**config.mk**
```make
export PLATFORM = sky130hd
export DESIGN_NAME = ivec_base_sel
export DESIGN_NICKNAME = d
export VERILOG_FILES = /design/src/rtl/ivs_pkg.sv /design/src/rtl/ivs_ctrl.sv /design/src/rtl/ivs_datapath.sv /design/src/rtl/ivec_base_sel.sv
export SDC_FILE = /design/constraint.sdc
export NUM_CORES = 1
export LEC_CHECK = 0
export ABC_AREA = 1
export BUFFER_PORTS_ARGS = -buffer_cell sky130_fd_sc_hd__buf_2
export CAP_MARGIN = 30
export CORE_MARGIN = 2
export CORE_UTILIZATION = 35
export CTS_CLUSTER_SIZE = 8
export DETAILED_ROUTE_END_ITERATION = 10
export PLACE_DENSITY = 0.8
export RECOVER_POWER = 100
export SYNTH_ARGS = -nofsm -noshare
export SYNTH_HDL_FRONTEND = slang
export SYNTH_HIERARCHICAL = 1
export SYNTH_SLANG_ARGS = --single-unit
```
**constraint.sdc**
```tcl
create_clock -name clk -period 5.2 [get_ports clk]
set_input_delay 1.04 -clock clk [delete_from_list [all_inputs] [get_ports clk]]
set_output_delay 1.04 -clock clk [all_outputs]
set_load 0.005 [all_outputs]
```
**src/rtl/ivs_pkg.sv**
```systemverilog
package ivs_pkg;
  typedef struct packed {
    logic selLoad;
    logic selVal;
    logic pudLoad;
    logic pudVal;
  } ivsStrobe_t;

  localparam int CE_BIT  = 0;
  localparam int SEL_BIT = 1;
  localparam int PUD_BIT = 4;
endpackage

```
**src/rtl/ivs_ctrl.sv**
```systemverilog
module ivs_ctrl
  import ivs_pkg::*;
#(
  parameter int WIN_CYCLES = 4
) (
  input  logic       clk,
  input  logic       rst_n,
  input  logic       regWrEn,
  input  logic [7:0] regWrData,
  input  logic       instrRetire,
  output ivsStrobe_t strobe,
  output logic       ceOpen,
  output logic       seqBlock
);
  localparam int CNT_W = $clog2(WIN_CYCLES + 1);
  localparam logic [CNT_W-1:0] CNT_LOAD = CNT_W'(WIN_CYCLES);

  logic [CNT_W-1:0] winCnt;
  logic             holdPend;
  logic             enWrite;
  logic             selWrite;

  assign ceOpen   = (winCnt != '0);
  assign enWrite  = regWrEn && regWrData[CE_BIT];
  assign selWrite = regWrEn && !regWrData[CE_BIT] && ceOpen;

  always_ff @(posedge clk or negedge rst_n) begin
    if (!rst_n) begin
      winCnt <= '0;
    end else if (enWrite) begin
      winCnt <= CNT_LOAD;
    end else if (selWrite) begin
      winCnt <= '0;
    end else if (ceOpen) begin
      winCnt <= winCnt - 1'b1;
    end
  end

  always_ff @(posedge clk or negedge rst_n) begin
    if (!rst_n) begin
      holdPend <= 1'b0;
    end else if (selWrite) begin
      holdPend <= 1'b1;
    end else if (holdPend && instrRetire) begin
      holdPend <= 1'b0;
    end
  end

  assign seqBlock = ceOpen || holdPend;

  always_comb begin
    strobe.selLoad = selWrite;
    strobe.selVal  = regWrData[SEL_BIT];
    strobe.pudLoad = regWrEn;
    strobe.pudVal  = regWrData[PUD_BIT];
  end

  assert_open_after_enable_R4: assert property (@(posedge clk) disable iff (!rst_n)
    (regWrEn && regWrData[CE_BIT]) |=> (ceOpen && seqBlock));

  assert_cnt_bound_R7: assert property (@(posedge clk) disable iff (!rst_n)
    winCnt <= CNT_LOAD);

  assert_hold_kept_R8: assert property (@(posedge clk) disable iff (!rst_n)
    (holdPend && !instrRetire && !(regWrEn && regWrData[CE_BIT])) |=> seqBlock);
endmodule

```
**src/rtl/ivs_datapath.sv**
```systemverilog
module ivs_datapath
  import ivs_pkg::*;
#(
  parameter int ADDR_W         = 13,
  parameter int BOOT_MAX_WORDS = 1024
) (
  input  logic              clk,
  input  logic              rst_n,
  input  ivsStrobe_t        strobe,
  input  logic              ceOpen,
  input  logic [1:0]        bootSizeFuse,
  input  logic              appLockProg,
  input  logic              bootLockProg,
  input  logic [ADDR_W-1:0] fetchAddr,
  output logic [7:0]        regRdData,
  output logic [ADDR_W-1:0] vecBase,
  output logic              lockBlock,
  output logic              pullupDisable
);
  localparam logic [ADDR_W:0] FLASH_WORDS = (ADDR_W+1)'(1) << ADDR_W;
  localparam logic [ADDR_W:0] BOOT_MAX    = (ADDR_W+1)'(BOOT_MAX_WORDS);

  logic              selReg;
  logic              pudReg;
  logic [ADDR_W:0]   bootSize;
  logic [ADDR_W:0]   bootStartWide;
  logic [ADDR_W-1:0] bootStart;
  logic              inBoot;

  always_ff @(posedge clk or negedge rst_n) begin
    if (!rst_n) begin
      selReg <= 1'b0;
      pudReg <= 1'b0;
    end else begin
      if (strobe.selLoad) selReg <= strobe.selVal;
      if (strobe.pudLoad) pudReg <= strobe.pudVal;
    end
  end

  assign bootSize      = BOOT_MAX >> bootSizeFuse;
  assign bootStartWide = FLASH_WORDS - bootSize;
  assign bootStart     = bootStartWide[ADDR_W-1:0];
  assign inBoot        = (fetchAddr >= bootStart);

  assign vecBase   = selReg ? bootStart : '0;
  assign lockBlock = (selReg && appLockProg && !inBoot) ||
                     (!selReg && bootLockProg && inBoot);
  assign pullupDisable = pudReg;

  always_comb begin
    regRdData          = '0;
    regRdData[CE_BIT]  = ceOpen;
    regRdData[SEL_BIT] = selReg;
    regRdData[PUD_BIT] = pudReg;
  end

  assert_sel_guard_R6: assert property (@(posedge clk) disable iff (!rst_n)
    !strobe.selLoad |=> $stable(selReg));

  assert_vec_zero_R3: assert property (@(posedge clk) disable iff (!rst_n)
    !regRdData[SEL_BIT] |-> (vecBase == '0));
endmodule

```
**src/rtl/ivec_base_sel.sv**
```systemverilog
module ivec_base_sel
  import ivs_pkg::*;
#(
  parameter int ADDR_W         = 13,
  parameter int BOOT_MAX_WORDS = 1024,
  parameter int WIN_CYCLES     = 4
) (
  input  logic              clk,
  input  logic              rst_n,
  input  logic              regWrEn,
  input  logic [7:0]        regWrData,
  output logic [7:0]        regRdData,
  input  logic              instrRetire,
  input  logic [1:0]        bootSizeFuse,
  input  logic              appLockProg,
  input  logic              bootLockProg,
  input  logic [ADDR_W-1:0] fetchAddr,
  output logic [ADDR_W-1:0] vecBase,
  output logic              irqBlock,
  output logic              pullupDisable
);
  ivsStrobe_t strobe;
  logic       ceOpen;
  logic       seqBlock;
  logic       lockBlock;

  ivs_ctrl #(.WIN_CYCLES(WIN_CYCLES)) u_ctrl (
    .clk(clk), .rst_n(rst_n), .regWrEn(regWrEn), .regWrData(regWrData),
    .instrRetire(instrRetire), .strobe(strobe), .ceOpen(ceOpen),
    .seqBlock(seqBlock)
  );

  ivs_datapath #(.ADDR_W(ADDR_W), .BOOT_MAX_WORDS(BOOT_MAX_WORDS)) u_dp (
    .clk(clk), .rst_n(rst_n), .strobe(strobe), .ceOpen(ceOpen),
    .bootSizeFuse(bootSizeFuse), .appLockProg(appLockProg),
    .bootLockProg(bootLockProg), .fetchAddr(fetchAddr),
    .regRdData(regRdData), .vecBase(vecBase), .lockBlock(lockBlock),
    .pullupDisable(pullupDisable)
  );

  assign irqBlock = seqBlock || lockBlock;

  assert_sel_write_needs_window_R5: assert property (@(posedge clk) disable iff (!rst_n)
    (regRdData[SEL_BIT] != $past(regRdData[SEL_BIT])) |-> $past(regRdData[CE_BIT] && regWrEn));
endmodule

```
* After elaboration in Yosys (flattened, before gate mapping)
Index checks and enable logic that the tools add are counted.
Widths: inputs -> output; s select.
** Cells by class
- $add $sub $neg :: 2
- $lt $le $gt $ge :: 1
- Mux-type cells :: 6
- Shift-type cells :: 1
- Reduce and logical (&&, ||, !) cells :: 17
** Operators with widths (count)
- $ge 13x13->1 :: 1
- $mux 13 :: 1
- $shr 11x2->13 const A :: 1
- $sub 1x13->13 const A :: 1
- $mux 3 :: 3
- $logic_and 1x1->1 :: 8
- $reduce_bool 3->1 :: 2
- $logic_not 1->1 :: 3
- $logic_or 1x1->1 :: 3
- $sub 3x1->3 const B :: 1
- $mux 1 :: 2
- $reduce_bool 2->1 :: 1
** Storage, ports and cells
- Output and inout bits :: 23
- Word-level logic and storage cells :: 31
- Register bits :: 6

* Logic depth before layout (Yosys ltp)
- Depth after elaboration :: 7
- Mapped depth :: 13
- Depth with buffers taken out :: 13

* Cells and area by module
Netlist, hierarchy kept.
** By module, submodules not included
- ivs_datapath :: sequential area each 50.0 µm², instances 1, cells an instance 71, area each 429.2 µm²
- ivs_ctrl :: sequential area each 100.1 µm², instances 1, cells an instance 35, area each 257.7 µm²
- ivec_base_sel :: sequential area each 0.0 µm², instances 1, cells an instance 3, area each 11.3 µm²

* Least setup slack after synthesis
Ideal clock, no wire load.
- Path type :: input port to output port
- Start :: input port bootSizeFuse[0]
- End :: output port irqBlock
- Arrival time :: 2.168 ns
- Cell stages on the path :: 12
- Buffers on the path :: 0
- Required time :: 4.160 ns
- Setup slack :: 1.992 ns
- Path through :: nand2_1 ha_1 inv_1 ha_1 nand3_1 nor2_1 nand2_1 nand3_1 nand2_1 nand2_1 inv_1 nand2_1
** Between the ends
- Longest elaborated chain between the ends :: 7
- Elaborated cells on any way between the ends :: 8
** Ends and longest elaborated chain
- start, declared :: line ivec_base_sel.sv:14 : input logic [1:0] bootSizeFuse,
- $shr 11x2->13 (*) :: line ivs_datapath.sv:40 : assign bootSize = BOOT_MAX >> bootSizeFuse;
- $sub 1x13->13 (*) :: line ivs_datapath.sv:41 : assign bootStartWide = FLASH_WORDS - bootSize;
- $ge 13x13->1 (*) :: line ivs_datapath.sv:43 : assign inBoot = (fetchAddr >= bootStart);
- $logic_not 1->1 :: line ivs_datapath.sv:46 : assign lockBlock = (selReg && appLockProg && !inBoot) ||
- $logic_and 1x1->1 :: line ivs_datapath.sv:46
- $logic_or 1x1->1 (*) :: line ivs_datapath.sv:46
- net lockBlock :: line ivec_base_sel.sv:25 : logic lockBlock;
- $logic_or 1x1->1 (*) :: line ivec_base_sel.sv:41 : assign irqBlock = seqBlock || lockBlock;
- end, declared :: line ivec_base_sel.sv:19 : output logic irqBlock,
Mark *: on every way through the listed nets, which the timed path passes. The rest lies on a longest branch.

* Worst setup path in the final report
- Start :: input port bootSizeFuse[1]
- End :: output port irqBlock
The elaborated chain is that of the path after synthesis.

==> impl_metrics.json <==
{
  "power_density_mw_per_mm2": 314.1,
  "drc": 0,
  "drt-initial-drc-count": 15,
  "diodes": 0,
  "grt_max_degree": 8,
  "initial_core_util_pct": 36.33,
  "finalCriticalPeriod_ns": 3.649,
  "synth-main-ff-cell": "dfrtp_1",
  "yosysTopAreaCell": "dfrtp_1",
  "syn_area_per_cell_sq_um": 6.405,
  "crit_fanout": 5,
  "min_path_type": "reg -> reg",
  "antenna_found_initial": 0,
  "fillers": 228,
  "r2r_cells": 8,
  "fmax_mhz": 274.1,
  "grt_pass1_wl_mm": 2.083,
  "area_growth_pct": 16.13,
  "synth_common_cells": "nand2_1, buf_4, inv_1",
  "htree_levels": 1,
  "place_hpwl_mm": 1.157,
  "synth_cell_types": 17,
  "grt_pass1_vias": 558,
  "io_buffers": 34,
  "path_class": "in -> out",
  "hold_path_depth": 2,
  "cts_buffer_depth": 2,
  "max_cap_viol_count": 0,
  "num_rows": 16,
  "clk_latency_ns": 0.25,
  "maxSlewViolCount": 0,
  "die-height_um": 48.66,
  "die_x_um": 48.66,
  "cts_sinks": 6,
  "gp_congestion": 0.7480,
  "routedWlPerCell_um": 8.165,
  "status": "completed",
  "ios": 52,
  "crit_required_ns": 4.16,
  "period_share_pct": 70.17,
  "dieArea_sq_mm": 0.002368,
  "cts.hold.buffers_added": 0,
  "nets": 175,
  "ys_top_cells_by_area": "dfrtp_1, buf_4, nand2_1",
  "dpl_cell_area_sq_um": 797.0,
  "synth-edff-count": 0,
  "fp.coreArea_sq_mm": 0.001922,
  "clkSlewWorstSetupHoldPaths_ns": 0.04,
  "first_pass_iters": 4,
  "cp-end-kind": "output pin",
  "grt_overflow_total": 0,
  "synthArstFlopShare_pct": 100.0,
  "drtAntennaViolNets": 0,
  "numCtsBuffers": 3,
  "synthCells": 109,
  "skew_ns": 0.0006309,
  "drt_wl_total_mm": 1.339,
  "layout_setup_ws_ns": 1.551,
  "drive_gt1_share_pct": 22.63,
  "setup-violations-final": 0,
  "cts_root_buf": "clkbuf_4",
  "arrival_ns": 2.61,
  "power.leakage_nw": 0.5185,
  "yosysTopAreaCellShare_pct": 21.51,
  "peakVddDrop_uv": 249.1,
  "hold_viol": 0,
  "synth.most_common_cell": "nand2_1",
  "cts_resized": 0,
  "rsz0062_at_grt": "no",
  "netlist_area_sq_um": 698.2,
  "synth_warnings": 6,
  "synth-seq-area-share_pct": 21.51,
  "synth-seq-cells": 6,
  "cp-start-kind": "input pin",
  "cts_tree": "built",
  "tns_ns": 0,
  "post_cts_buffers": 0,
  "track_usage_pct": 11.13,
  "dp_slack_ns": 1.633,
  "fin_area_sq_um": 810.8,
  "vias_per_cell": 4.037,
  "vias": 662
}
[worst max-delay path, stage by stage]
cell and delay [ns]:
clkbuf_1 0.17, nand2_1 0.14, ha_1 0.32, inv_1 0.04
ha_1 0.28, nand3_1 0.08, nor2_1 0.10, nand2_1 0.07
nand3_1 0.09, nand2_1 0.05, nand2_1 0.05, inv_1 0.03
nand2_1 0.05, clkbuf_1 0.11
[sequential cells by signal (all words and copies together) (netlist names)]
register,cells
u_ctrl/winCnt,3
u_dp/pullupDisable,1
u_dp/selReg,1
u_ctrl/holdPend,1
[layout make-up]
cell class	count	area [sq um]	share of cell area (%)
multi-input combinational	74	367.9	45.37
timing repair buffer	34	161.4	19.91
sequential	6	150.1	18.52
inverter	20	75.07	9.259
tap	27	33.78	4.167
clock buffer	3	22.52	2.778
[power by group]
group,switching (W),total [W],internal [W]
clock network,0.0000172,0.0000433,0.0000261
registers,0.0000140,0.0000785,0.0000645
logic,0.0000751,0.000133,0.0000578
total,0.000106,0.000255,0.000148
[cell usage in the layout, fill, tap and decap left out, drive strengths merged, types with 2 or more instances in the layout]
cell type	instances
o21ai	2
inv	20
nand3	4
clkbuf	10
nor2	13
dfrtp	6
conb	13
buf	27
nand2	29
ha	7
[final timing paths]
path / start / to / slack, ns
max in group asynchronous: rst_n / u_dp/pullupDisable / 4.29
min: u_ctrl/holdPend / u_ctrl/holdPend / 0.47
min reg2reg: u_ctrl/holdPend / u_ctrl/holdPend / 0.47
min in group asynchronous: rst_n / u_ctrl/winCnt[1] / 0.66
max reg2reg: u_ctrl/winCnt[0] / u_dp/selReg / 3.88
max: bootSizeFuse[1] / irqBlock / 1.55
[layer usage]
| metal | share of wire, % | wire length (um) | GRT usage (%) |
|---|---|---|---|
| met5 | 0 | 0 | 0 |
| met4 | 1.0 | 14 | 2.857 |
| met3 | 9.6 | 129 | 4.321 |
| met2 | 50 | 671 | 20.32 |
| met1 | 39 | 523 | 11.88 |
[kinds of logic (layout without fill, tap and decap cells)]
logic type,count (synthesis),after routing,synth area share (%)
buffers and inverters,41,57,32.26
adders and majority gates,7,7,12.54
muxes,1,1,1.613
other,1,13,0.5371
and+or+nand+nor,49,49,28.32
DFF,6,6,21.50
AOI/OAI and AO/OA,4,4,3.226
[metrics by stage]
step,util [%],hold WS (ns),total power [W],cells
final,42.19,0.4676,0.0002547,164
after global routing,42.19,0.5208,0.0002864,164
after CTS,42.64,0.4751,0.0002641,164
after detailed placement,41.47,0.4624,0.0002175,161
after global placement,41.47,0.4616,0.0002104,161
after floorplan,-,0.4417,0.0001882,121
Power figures use the tool's default switching activity.
